[src/rtl/pix_bit_serializer.sv]
module pix_bit_serializer #(
  parameter int DIV_W = 8,
  parameter int CH_W  = 16
) (
  input  logic             clk,
  input  logic             rst_n,
  input  logic             enable,
  input  logic [DIV_W-1:0] div_i,
  input  logic             odd_i,
  input  logic [2*CH_W-1:0] frame_data,
  input  logic             frame_valid,
  output logic             frame_ready,
  output logic             sdo,
  output logic             sck,
  output logic             ws,
  output logic             underrun
);
  localparam int FRAME_W = 2 * CH_W;
  localparam int BIT_W   = $clog2(FRAME_W);
  localparam int CNT_W   = DIV_W + 1;

  logic               running;
  logic [CNT_W-1:0]   cnt;
  logic [BIT_W-1:0]   bidx;
  logic [FRAME_W-1:0] shreg;
  logic [CNT_W-1:0]   last;
  logic               active, bit_end, frame_end, load;

  assign active    = enable && (div_i >= DIV_W'(2));
  assign last      = CNT_W'({div_i, 1'b0}) + CNT_W'(odd_i) - CNT_W'(1);
  assign bit_end   = cnt >= last;
  assign frame_end = bit_end && (bidx == BIT_W'(FRAME_W - 1));
  assign load      = active && (!running || frame_end);

  assign frame_ready = load;
  assign sdo = shreg[FRAME_W-1];
  assign sck = running && (cnt >= CNT_W'(div_i));
  assign ws  = running && (bidx >= BIT_W'(CH_W));

  always_ff @(posedge clk or negedge rst_n) begin
    if (!rst_n) begin
      running <= 1'b0;
      cnt     <= '0;
      bidx    <= '0;
      shreg   <= '0;
    end else if (!active) begin
      running <= 1'b0;
      cnt     <= '0;
      bidx    <= '0;
      shreg   <= '0;
    end else if (load) begin
      running <= 1'b1;
      cnt     <= '0;
      bidx    <= '0;
      shreg   <= frame_valid ? frame_data : '0;
    end else if (bit_end) begin
      cnt     <= '0;
      bidx    <= bidx + BIT_W'(1);
      shreg   <= {shreg[FRAME_W-2:0], 1'b0};
    end else begin
      cnt     <= cnt + CNT_W'(1);
    end
  end

  always_ff @(posedge clk or negedge rst_n) begin
    if (!rst_n)                    underrun <= 1'b0;
    else if (load && !frame_valid) underrun <= 1'b1;
  end

  a_r1_idle_outputs: assert property (@(posedge clk) disable iff (!rst_n)
    !enable |=> (!sck && !sdo && !ws));
  a_r4_sdo_stable_high: assert property (@(posedge clk) disable iff (!rst_n)
    (sck && $past(sck)) |-> $stable(sdo));
  a_r5_ws_moves_on_fall: assert property (@(posedge clk) disable iff (!rst_n)
    (running && $past(running) && !$stable(ws)) |-> $fell(sck));
  a_r6_first_bit_loaded: assert property (@(posedge clk) disable iff (!rst_n)
    (frame_ready && frame_valid) |=> (sdo == $past(frame_data[FRAME_W-1])));
  a_r7_underrun_sticky: assert property (@(posedge clk) disable iff (!rst_n)
    underrun |=> underrun);
  a_r8_bad_div_idle: assert property (@(posedge clk) disable iff (!rst_n)
    (div_i < DIV_W'(2)) |-> !frame_ready);
endmodule

[config.mk]
export PLATFORM = sky130hd
export DESIGN_NAME = pix_bit_serializer
export DESIGN_NICKNAME = d
export VERILOG_FILES = /design/src/rtl/pix_bit_serializer.sv
export SDC_FILE = /design/constraint.sdc
export NUM_CORES = 1
export LEC_CHECK = 0
export BUFFER_PORTS_ARGS = -buffer_cell sky130_fd_sc_hd__buf_2
export CORE_MARGIN = 1
export CORE_UTILIZATION = 57
export CTS_BUF_LIST = sky130_fd_sc_hd__clkbuf_4 sky130_fd_sc_hd__clkbuf_8 sky130_fd_sc_hd__clkbuf_16
export CTS_CLUSTER_SIZE = 25
export DETAILED_ROUTE_END_ITERATION = 8
export PLACE_DENSITY = 0.8
export SETUP_SLACK_MARGIN = 0.15
export SLEW_MARGIN = 5
export SYNTH_ARGS = -nofsm -noshare
export SYNTH_HDL_FRONTEND = slang
export SYNTH_SLANG_ARGS = --single-unit
[constraint.sdc]
create_clock -name clk -period 4 [get_ports clk]
set_clock_uncertainty 0.05 [all_clocks]
set_input_delay 0.4 -clock clk [delete_from_list [all_inputs] [get_ports clk]]
set_output_delay 0.4 -clock clk [all_outputs]
set_load 0.05 [all_outputs]
==> results of run 1 <==
==> per-layer routing <==
| metal | global-route usage (%) | wire length [um] | up-vias |
|---|---|---|---|
| li1 | - | - | 1268 |
| met1 | 36.8 | 3450 | 1281 |
| met2 | 41.2 | 3350 | 70 |
| met3 | 4.88 | 382 | 7 |
| met4 | 6.79 | 76 | 0 |
| met5 | 0 | 0 | - |
==> through the flow <==
stage | cell area (um2) | worst slack [ns] | total power [mW] | util (%) | hold slack [ns]
4_1_cts | 3550 | 0.425 | 0.986 | 65.0 | 0.278
6_report | 3550 | 0.423 | 0.984 | 65.0 | 0.229
2_1_floorplan | 3220 | 0.388 | 0.645 | - | 0.0544
3_5_place_dp | 3470 | 0.237 | 0.707 | 63.5 | 0.413
5_1_grt | 3550 | 0.295 | 1.02 | 65.0 | 0.296
3_3_place_gp | 3470 | 0.326 | 0.700 | 63.5 | 0.399
==> kinds of logic after synthesis <==
group,count (synthesis),share of synthesized area (%)
and+or+nand+nor,115,17.8
AOI/OAI and AO/OA,70,20.1
DFF,48,37.3
buffers and inverters,40,6.41
adders and majority gates,21,8.15
muxes,20,6.21
xor gates and xnor gates,15,4.08
==> flip-flops by register name, indices dropped and copies added (netlist names) <==
register / cells
shreg: 32
cnt: 9
bidx: 5
running: 1
underrun: 1
==> where the power goes <==
part	switching [mW]	internal, mW
registers	0.0167	0.510
logic	0.100	0.0711
clock network	0.160	0.126
==> layout make-up <==
| cell class | instances | share of cell area [%] |
|---|---|---|
| clock inverter | 1 | 0.141 |
| sequential | 48 | 33.8 |
| inverter | 17 | 1.80 |
| clock buffer | 6 | 2.15 |
| tap | 72 | 2.53 |
| timing repair buffer | 55 | 8.52 |
| multi-input combinational | 241 | 51.1 |
==> path summary, 6_finish.rpt <==
| check | cells past startpoint | end |
|---|---|---|
| worst max register to register | 6 | shreg[23]$_DFFE_PN0P_ |
| worst min-delay path | 1 | bidx[3]$_DFFE_PN0P_ |
| worst max-delay path | 11 | frame_ready |
| max in group asynchronous | 1 | shreg[11]$_DFFE_PN0P_ |
| worst min register to register | 2 | underrun$_DFFE_PN0P_ |
| min in group clk | 3 | shreg[4]$_DFFE_PN0P_ |
==> layout by cell type, fill, tap and decap left out, types with 2 or more instances in the layout <==
cell / Yosys / final
a31oi_1: 12 / 12
o21ai_4: 2 / 2
mux2i_1: 20 / 20
ha_1: 21 / 21
a21oi_2: 3 / 3
or2_2: 18 / 18
nor3_1: 13 / 13
xnor2_1: 9 / 9
nor2_1: 17 / 17
or3_1: 3 / 3
a21oi_1: 6 / 6
o21ai_0: 4 / 4
a221oi_2: 10 / 10
buf_2: 8 / 49
a221oi_1: 9 / 9
nand4_1: 2 / 2
buf_4: 2 / 5
inv_1: 16 / 16
and2_1: 2 / 2
nand3_1: 6 / 6
o2111ai_1: 12 / 12
clkbuf_8: 0 / 5
dfrtp_1: 48 / 48
and3_1: 5 / 5
o21ai_1: 2 / 2
xor2_1: 6 / 6
nand2_1: 40 / 40
==> impl_metrics.py, run 1 <==
metrics = {
    "route": {
        "drc": 0,
        "wl_per_cell_um": 16.5,
        "firstDrtPassIters": 5,
        "drt_iter0_drc": 147,
        "via_per_inst": 5.97,
        "wl_um": 7260,
        "vias": 2626,
        "final_antenna_net_count": 0,
    },
    "layout": {
        "nFillCells": 456,
        "multi_input_area_um2": 1820,
        "syn2layout_area_growth_pct": 10.3,
        "nets": 434,
        "drive_above_1_share_pct": 28.3,
        "final_cell_count_no_fill": 440,
        "regArea_um2": 1200,
        "n_antenna_cell": 0,
    },
    "sta": {
        "rsz0062_at_grt": "no",
        "maxSlewHeadroom_pct": 28.2,
        "slew_viol_final": 0,
        "fmax_mhz": 280,
        "final.setup.tns_ns": 0,
        "fin_crit_sh_pct": 89.4,
        "hold_violations": 0,
        "setup_viol": 0,
        "min_period_ns": 3.58,
        "worst_slew_pin_slew_ns": 1.08,
    },
    "critical_path": {
        "cp_slowest_cell": "or4_4",
        "cpPeakStageDelay_ns": 0.59,
        "path_buf_inv": 2,
        "critPathTopFamily": "simple AND/OR/NAND/NOR gates",
        "critPathKind": "primary input to output port",
        "crit_required_ns": 3.55,
        "crit_arrival_ns": 3.13,
        "cp_cell_sequence": "buf_2 > or4_4 > or4_1 > xnor2_1 > ha_1 > and4_4 > and2b_1 > a32o_1 > nor2_1 > nor2_1 > buf_2",
        "endpoint_kind": "output port",
        "reg2reg_slack_ns": 1.41,
        "critPathMaxFanout": 5,
        "crit_path_start": "div_i[4]",
        "startpoint_type": "primary input",
        "worstReg2RegStart": "bidx[0]$_DFFE_PN0P_",
    },
    "synth": {
        "syn_area_um2": 3220,
        "synth_common_cells": "dfrtp_1, nand2_1, ha_1",
        "synth_top_area_share_pct": 37.3,
        "yosys-top-cells-area": "dfrtp_1, ha_1, mux2i_1, a221oi_2, nand2_1",
        "async_reset_ff_share_pct": 100,
        "synth_cell_types": 50,
        "yosys_warnings": 0,
        "syn_avg_cell_area_um2": 9.80,
        "ys_seq_area_share_pct": 37.3,
        "synthMostInstantiatedCell": "dfrtp_1",
        "synth_area_leader_cell": "dfrtp_1",
        "postSynthCellCount": 329,
        "syn_nets": 395,
        "synthFlopType": "dfrtp_1",
        "ys_seq_elements": 48,
        "synth_edf_count": 0,
    },
    "global_route": {
        "grt_pass1_wl_um": 12300,
        "grt.overflow.total": 0,
        "grt_pass1_vias": 2622,
        "grt_usage_pct": 26.1,
        "antenna_found_initial": 0,
        "grt_max_degree": 49,
    },
    "power_and_ir_drop": {
        "vdd_drop_max_mv": 0.204,
        "p_per_area_nw_per_um2": 277,
        "p_leak_nw": 1.67,
    },
    "clock_tree": {
        "post-cts-setup-buffers": 0,
        "cts-resized-gates": 0,
        "clock_path_buffers": 2,
        "cts_buffers": 5,
        "clock_latency_ns": 0.31,
        "postCtsHoldBufs": 0,
        "clock_sinks": 48,
        "cts-htree-levels": 2,
        "clk_pin_slew_worst_paths_ns": 0.08,
        "clockRootBuffer": "clkbuf_8",
        "cts_tree": "yes",
    },
    "floorplan": {
        "io_pins": 50,
        "placementRows": 27,
        "initial_core_util_pct": 58.9,
        "die_h_um": 77.2,
        "fp.dieArea_um2": 5960,
        "fp.dieW_um": 77.2,
        "core_um2": 5470,
    },
    "worst_hold_path": {
        "hold_path_class": "primary input to asynchronous set/reset pin",
    },
    "place": {
        "io_buffers": 49,
        "hpwl_um": 5100,
        "place_inst": 433,
        "gp_congestion": 0.853,
    },
    "run_status": {
        "outcome": "finished clean",
    },
    "job": {
        "drv_cap": 0,
    },
}
Note: power is estimated with default switching activity, not from simulation.
==> run 2: changes to the inputs <==
Settings changed: ABC_CLOCK_PERIOD_IN_PS set to 3400, BUFFER_PORTS_ARGS -buffer_cell sky130_fd_sc_hd__buf_2 to not set, CORE_UTILIZATION 57 to 64, DONT_BUFFER_PORTS set to 1.
Clock period 4 ns to 3.4 ns, I/O delays scaled along.
==> impl_metrics.py, run 2 (same netlist as run 1, synthesis figures left out) <==
metrics = {
    "run_status": {
        "outcome": "finished clean",
    },
    "layout": {
        "syn2layout_area_growth_pct": 6.41,
        "final_common_cell": "dfrtp_1",
        "largest_register_ffs": 32,
        "final_cell_count_no_fill": 394,
        "n_antenna_cell": 0,
        "drive_above_1_share_pct": 21.1,
        "top_regs": "shreg: 32 flops, cnt: 9 flops, bidx: 5 flops",
        "utilization_pct": 71.7,
        "fin_area_um2": 3430,
        "nets": 393,
        "final_cell_mix": "dfrtp_1, nand2_1, ha_1",
        "top_register": "shreg",
    },
    "global_route": {
        "grt_pass1_vias": 2288,
        "grt_pass1_wl_um": 10900,
        "grt.overflow.total": 0,
        "antenna_found_initial": 0,
        "grt_usage_pct": 27.0,
        "grt_max_degree": 49,
    },
    "sta": {
        "setup_viol": 0,
        "layout_setup_ws_ns": 0.182,
        "rsz0062_at_grt": "yes",
        "fmax_mhz": 311,
        "slew_viol_final": 0,
        "maxSlewHeadroom_pct": 48.2,
        "fin_crit_sh_pct": 94.6,
        "hold_violations": 0,
        "final.setup.tns_ns": 0,
        "worst_slew_pin_slew_ns": 0.774,
        "min_period_ns": 3.22,
        "hold-worst-slack_ns": 0.0868,
    },
    "critical_path": {
        "cp_cell_sequence": "or4_4 > or4_4 > xnor2_2 > ha_1 > and4_4 > and2b_2 > a32o_2 > nor2_2 > buf_6 > nor2_4 > buf_12",
        "reg2reg_depth": 7,
        "startpoint_type": "primary input",
        "critPathKind": "primary input to output port",
        "timing.rr.end": "shreg[12]$_DFFE_PN0P_",
        "crit_arrival_ns": 2.83,
        "cpMostUsedCell": "or4_4",
        "critPathMaxFanout": 3,
        "endpoint_kind": "output port",
        "cpPeakStageDelay_ns": 0.51,
        "critPathTopFamily": "simple AND/OR/NAND/NOR gates",
        "reg2reg_slack_ns": 1.04,
        "path_buf_inv": 2,
        "worstReg2RegStart": "bidx[0]$_DFFE_PN0P_",
        "crit_required_ns": 3.01,
        "cp_slowest_cell": "or4_4",
    },
    "place": {
        "hpwl_um": 4630,
        "place_inst": 385,
        "io_buffers": 0,
        "pre_cts_slack_ns": 0.149,
        "gp_congestion": 0.828,
        "dpl_cell_area_um2": 3290,
    },
    "clock_tree": {
        "clk_pin_slew_worst_paths_ns": 0.08,
        "clock_latency_ns": 0.30,
        "cts_tree": "yes",
        "post-cts-setup-buffers": 0,
        "clock_sinks": 48,
        "cts_buffers": 5,
        "clockRootBuffer": "clkbuf_8",
        "clock_path_buffers": 2,
        "cts-htree-levels": 2,
    },
    "floorplan": {
        "die_h_um": 73.0,
        "core_um2": 4790,
        "placementRows": 25,
        "io_pins": 50,
        "fp.dieW_um": 73.0,
        "fp.dieArea_um2": 5320,
        "initial_core_util_pct": 67.3,
    },
    "worst_hold_path": {
        "hold_path_class": "primary input to register",
        "holdPathEnd": "underrun$_DFFE_PN0P_",
        "holdPathStages": 1,
        "worstHoldStart": "frame_valid",
    },
    "route": {
        "final_antenna_net_count": 0,
        "via_per_inst": 6.28,
        "wl_um": 6580,
        "wl_per_cell_um": 16.7,
        "drc": 0,
        "vias": 2476,
        "firstDrtPassIters": 4,
        "drt_iter0_drc": 231,
    },
    "power_and_ir_drop": {
        "p_per_area_nw_per_um2": 328,
        "power_mw": 1.12,
        "vdd_drop_max_mv": 0.246,
        "p_leak_nw": 1.54,
    },
    "job": {
        "drv_cap": 0,
    },
}
## run 2: report_power, final
part | leakage, nW | internal, mW | switching, mW
registers | 0.633 | 0.600 | 0.0222
logic | 0.865 | 0.0753 | 0.0986
clock network | 0.0445 | 0.148 | 0.180
## run 2: worst max path at each step
| stage | startpoint | endpoint | slack, ns | cells past startpoint |
|---|---|---|---|---|
| detailed placement | div_i[4] | shreg[18]$_DFFE_PN0P_ | 0.15 | 9 |
| global route | div_i[4] | frame_ready | 0.08 | 11 |
| CTS | div_i[4] | frame_ready | 0.21 | 12 |
| floorplan | div_i[4] | shreg[1]$_DFFE_PN0P_ | 0.20 | 11 |
| global placement | div_i[4] | shreg[22]$_DFFE_PN0P_ | 0.22 | 9 |
| finish | div_i[4] | frame_ready | 0.18 | 11 |
## run 2: area by class of cell
type                    count  area, um2
well taps                  67       83.8
clock buffers               6       76.3
repair buffers             14        156
inverters                  17       63.8
fillers                   366       1360
clock inverters             1       5.00
multi-input cells         241       1840
flip-flops and latches     48       1200
## run 2: metal layers
| metal | vias to the layer above | share of wire, % | global-route usage (%) | routed length, um |
|---|---|---|---|---|
| met3 | 9 | 5.7 | 4.70 | 375 |
| met1 | 1199 | 48 | 42.0 | 3150 |
| met4 | 0 | 1.2 | 7.63 | 81 |
| met5 | - | 0 | 0 | 0 |
| li1 | 1194 | - | - | - |
| met2 | 74 | 45 | 38.6 | 2970 |
## run 2: repair_timing
item	CTS	global route
hold endpoints to repair	48	0
resized for setup	0	7
hold buffers	2	0
setup endpoints to repair	0	1
